==> config.mk <==
export PLATFORM = sky130hd
export DESIGN_NAME = cof_trace_fifo
export DESIGN_NICKNAME = d
export VERILOG_FILES = /design/src/rtl/cof_pkg.sv /design/src/rtl/cof_qualify.sv /design/src/rtl/cof_halt_ctl.sv /design/src/rtl/cof_shift_store.sv /design/src/rtl/cof_trace_fifo.sv
export SDC_FILE = /design/constraint.sdc
export NUM_CORES = 1
export LEC_CHECK = 0
export BUFFER_PORTS_ARGS = -buffer_cell sky130_fd_sc_hd__clkbuf_2
export CORE_MARGIN = 2
export CORE_UTILIZATION = 60
export CTS_BUF_LIST = sky130_fd_sc_hd__clkbuf_8
export DETAILED_ROUTE_END_ITERATION = 8
export HOLD_SLACK_MARGIN = 0.15
export PLACE_DENSITY = 0.85
export SETUP_SLACK_MARGIN = 0.5
export SLEW_MARGIN = 20
export SYNTH_ARGS = -nofsm -noshare
export SYNTH_HDL_FRONTEND = slang
export SYNTH_HIERARCHICAL = 1
export SYNTH_SLANG_ARGS = --single-unit
==> constraint.sdc <==
create_clock -name clk_i -period 1.9 [get_ports clk_i]
set_input_delay 0.19 -clock clk_i [delete_from_list [all_inputs] [get_ports clk_i]]
set_output_delay 0.19 -clock clk_i [all_outputs]
set_load 0.02 [all_outputs]
==> src/rtl/cof_pkg.sv <==
package cof_pkg;
  typedef enum logic [3:0] {
    CF_NONE  = 4'd0,
    CF_BRA   = 4'd1,
    CF_JMP   = 4'd2,
    CF_BCC   = 4'd3,
    CF_JCC   = 4'd4,
    CF_BRSET = 4'd5,
    CF_BRCLR = 4'd6,
    CF_RTS   = 4'd7,
    CF_RTI   = 4'd8,
    CF_JSR   = 4'd9
  } cf_class_e;

  localparam int unsigned CLASS_W = 4;
endpackage

==> src/rtl/cof_qualify.sv <==
module cof_qualify
  import cof_pkg::*;
(
  input  logic               valid_i,
  input  logic [CLASS_W-1:0] class_i,
  input  logic               taken_i,
  input  logic               at_vector_i,
  output logic               hit_o
);
  logic cls_hit;

  always_comb begin
    unique case (class_i)
      CF_BRA, CF_JMP, CF_BRSET, CF_BRCLR,
      CF_RTS, CF_RTI:           cls_hit = 1'b1;
      CF_BCC, CF_JCC:           cls_hit = taken_i;
      CF_JSR:                   cls_hit = ~at_vector_i;  // vector-resident calls skipped
      default:                  cls_hit = 1'b0;
    endcase
  end

  assign hit_o = valid_i & cls_hit;
endmodule

==> src/rtl/cof_halt_ctl.sv <==
module cof_halt_ctl (
  input  logic clk_i,
  input  logic rst_ni,
  input  logic set_i,
  input  logic clr_i,
  output logic halted_o,
  output logic block_o
);
  logic halt_q;

  always_ff @(posedge clk_i or negedge rst_ni) begin
    if (!rst_ni)     halt_q <= 1'b0;
    else if (set_i)  halt_q <= 1'b1;
    else if (clr_i)  halt_q <= 1'b0;
  end

  assign halted_o = halt_q;
  // set acts in its own cycle, before the bit is visible
  assign block_o  = halt_q | set_i;
endmodule

==> src/rtl/cof_shift_store.sv <==
module cof_shift_store #(
  parameter int unsigned DEPTH = 8,
  parameter int unsigned AW    = 16
) (
  input  logic                      clk_i,
  input  logic                      rst_ni,
  input  logic                      push_i,
  input  logic                      rot_i,
  input  logic [AW-1:0]             din_i,
  output logic [DEPTH-1:0][AW-1:0]  store_o,
  output logic [AW-1:0]             oldest_o
);
  localparam int unsigned LAST = DEPTH - 1;

  logic [DEPTH-1:0][AW-1:0] ent_q;

  for (genvar i = 0; i < DEPTH; i++) begin : g_ent
    if (i == 0) begin : g_top
      always_ff @(posedge clk_i or negedge rst_ni) begin
        if (!rst_ni)     ent_q[i] <= '0;
        else if (rot_i)  ent_q[i] <= ent_q[LAST];
        else if (push_i) ent_q[i] <= din_i;
      end
    end else begin : g_body
      always_ff @(posedge clk_i or negedge rst_ni) begin
        if (!rst_ni)              ent_q[i] <= '0;
        else if (rot_i || push_i) ent_q[i] <= ent_q[i-1];
      end
    end
  end

  assign store_o  = ent_q;
  assign oldest_o = ent_q[LAST];
endmodule

==> src/rtl/cof_trace_fifo.sv <==
module cof_trace_fifo
  import cof_pkg::*;
#(
  parameter int unsigned DEPTH = 8,
  parameter int unsigned AW    = 16
) (
  input  logic               clk_i,
  input  logic               rst_ni,
  input  logic               exec_valid_i,
  input  logic [AW-1:0]      exec_addr_i,
  input  logic [CLASS_W-1:0] instr_class_i,
  input  logic               taken_i,
  input  logic               at_vector_i,
  input  logic               halt_set_i,
  input  logic               halt_clr_i,
  input  logic               rd_en_i,
  output logic [AW-1:0]      rd_data_o,
  output logic               halted_o
);
  logic                     hit;
  logic                     block;
  logic                     push;
  logic [DEPTH-1:0][AW-1:0] store;

  cof_qualify u_qual (
    .valid_i     (exec_valid_i),
    .class_i     (instr_class_i),
    .taken_i     (taken_i),
    .at_vector_i (at_vector_i),
    .hit_o       (hit)
  );

  cof_halt_ctl u_halt (
    .clk_i    (clk_i),
    .rst_ni   (rst_ni),
    .set_i    (halt_set_i),
    .clr_i    (halt_clr_i),
    .halted_o (halted_o),
    .block_o  (block)
  );

  // read rotation wins over a coincident capture
  assign push = hit & ~block & ~rd_en_i;

  cof_shift_store #(.DEPTH(DEPTH), .AW(AW)) u_store (
    .clk_i    (clk_i),
    .rst_ni   (rst_ni),
    .push_i   (push),
    .rot_i    (rd_en_i),
    .din_i    (exec_addr_i),
    .store_o  (store),
    .oldest_o (rd_data_o)
  );
endmodule

==> metrics.md <==
| Metric | Value |
|---|---|
| GPL Wtd Cong | slightly below 0.7 |
| Clock root buffer | clkbuf_8 |
| WL/cell | roughly 17 um |
| RSZ-0062 raised after global routing | true |
| Status | finished, violations left |
| Top Ports | 45 |
| Total global routing overflow | 0 |
| Max-cap violations | 0 |
| DR vias/cell | approximately 5.3 |
| P_sw | about 1500 uW |
| Starting Density | between 60% and 70% |
| Sequential Power Share | a little over half |
| Cells after Synth | ~320 |
| Critical Path RT | roughly 2.2 ns |
| Maximum VDD drop | between 0.6 and 0.7 mV |
| Final ANT Viol Nets | 0 |
| All-Layer GR Usage | 21.0% |
| Number of placement rows | 33 |
| Fin util | about three quarters |
| Final Hold Slack | -0.0253 ns |
| CP startpoint kind | flip-flop |
| Final worst slack | 0.216 ns |
| CP max FO | 31 |
| Pint | between 4000 and 5000 uW |
| Largest net degree at the start of global routing | 50 |
| Clock power share | 35.4% |
| DR DRC count | 0 |
| Drt pass-1 iters | 4 |
| CTS tree | yes |
| Clk_skew | ~0.010 ns |
| Chip Height | between 90 and 100 um |
| Logic gate share of total power | 10.8% |
| Mean Syn Cell Area | between 15 and 20 um^2 |
| Vias in the first global route | approximately 2,900 |
| Worst EP arrival | slightly below 2 ns |
| Least-Margin Pin Slew | just over 0.6 ns |
| Crit. End Element | flip-flop |
| Clock transition at path regs | 0.07 ns |
| Share of layout cells above drive strength 1 | roughly 31% |
| Final wirelength | between 8000 and 9000 um |
| Clk sinks | 129 |
| Fin crit share | 88.6% |
| Synth warn | 6 |
| Setup violators final | 0 |
| LEAKAGE | around 0.0031 uW |
| Drt initial violations | 95 |
| Hpwl dp | 5110 um |
| CTS H-tree depth | 4 |
| Dpl ws | -0.0427 ns |
| Area grow syn2layout | 19.9% |
| Hold Vio Cnt, Final | 1 |
| Die width | roughly 95 um |
| Peak Freq | a little under 0.6 GHz |
| PD cells | 1000 mW/mm^2 |
| Crit path kind | reg2reg |
| Total negative slack | 0 ns |
| Final nets | 425 |
| Clk Latency, worst-skew pair | approximately 0.43 ns |
| Clk buf depth | 2 |
| Initial antenna violation count | 0 |
| Area of the mapped netlist | between 0.005 and 0.006 mm^2 |
| Switch share | 24.9% |
| # hold bufs at CTS | 18 |
| Num CTS Buffers | 17 |
| Final worst path period need | 1.68 ns |
| Full die area | 0.00909 mm^2 |
| Post-Syn Nets | roughly 350 |
| Vias | between 2,000 and 3,000 |
| HP Class | in2reg |
| Global-route wire length before repair | about 14,000 um |
| Max Slew Vio Count | 0 |
| Slew margin rel. | between 50 and 60% |
| Diodes inserted | 0 |
| IO buf count | 44 |
| Core area | 0.00813 mm^2 |
| Failing checks | negative hold slack |
[critical path, stage by stage, from the launching register on]
cell and delay, ns:
dfrtp_2 0.41, or2_4 0.24, nor3b_4 0.25, nor2_4 0.11
buf_12 0.19, mux2_1 0.35
[layout by cell type (no fill, tap or decap), drive strengths merged, types with 2 or more instances in the layout]
| cell | n |
|---|---|
| dfrtp | 129 |
| mux2 | 112 |
| clkbuf | 63 |
| dlygate4sd3 | 18 |
| nand2 | 17 |
| o21ai | 17 |
| buf | 17 |
| mux2i | 16 |
| clkinv | 6 |
| clkinvlp | 3 |
| inv | 2 |
| nor2 | 2 |
[path summary, 6_finish.rpt]
path / to / from / slack (ns) / cells past startpoint
worst max register to register: u_store/store_o[42] / u_halt/halted_o / 0.22 / 5
worst min register to register: u_store/store_o[94] / u_store/store_o[78] / 0.48 / 1
worst min-delay path: u_halt/halted_o / halt_set_i / -0.03 / 2
max in group asynchronous: u_halt/halted_o / rst_ni / 0.95 / 3
min in group asynchronous: u_store/store_o[6] / rst_ni / 0.31 / 2
worst max-delay path: u_store/store_o[42] / u_halt/halted_o / 0.22 / 5
[sequential cells by signal (all words and copies together) (netlist names)]
name and cells:
u_store/store_o 112, u_halt/halted_o 1, u_store/oldest_o 16
[power groups by stage]
stage	clock, uW	combinational, uW	sequential (uW)
floorplan	0	359	3270
global placement	0	578	3260
detailed placement	0	607	3280
CTS	2170	653	3240
global route	2300	712	3270
finish	2120	649	3230
[repair_timing]
action | CTS | global route
setup endpoints to repair | 128 | 128
pin swaps | 0 | 1
buffers inserted | 2 | 0
hold endpoints to repair | 61 | 1
cloned | 1 | 0
resized for setup | 13 | 9
[cell type report]
cell class,instances,area (um^2)
Timing Repair Buffer,78,622
Clock buffer,20,275
Sequential cell,129,3230
Tap cell,105,131
Fill cell,475,2130
Multi-Input combinational cell,170,1650
Inverter,1,3.75
Clock inverter,11,90.1
[routing by layer]
metal / share of wire, % / wire, um / GRT usage, %
met5: 0 / 0 / 0
met3: 2.8 / 239 / 6.25
met1: 45 / 3790 / 26.5
met2: 52 / 4460 / 34.7
met4: 0.15 / 13 / 7.49
[through the flow]
step                instance area (um^2)  cells  power [uW]
finish                              6000    514        6010
global route                        6000    514        6280
CTS                                 6000    514        6060
detailed placement                  5400    462        3890
global placement                    5400    462        3840
floorplan                           5020    317        3630
No activity file was read; power rests on OpenSTA's default activity.
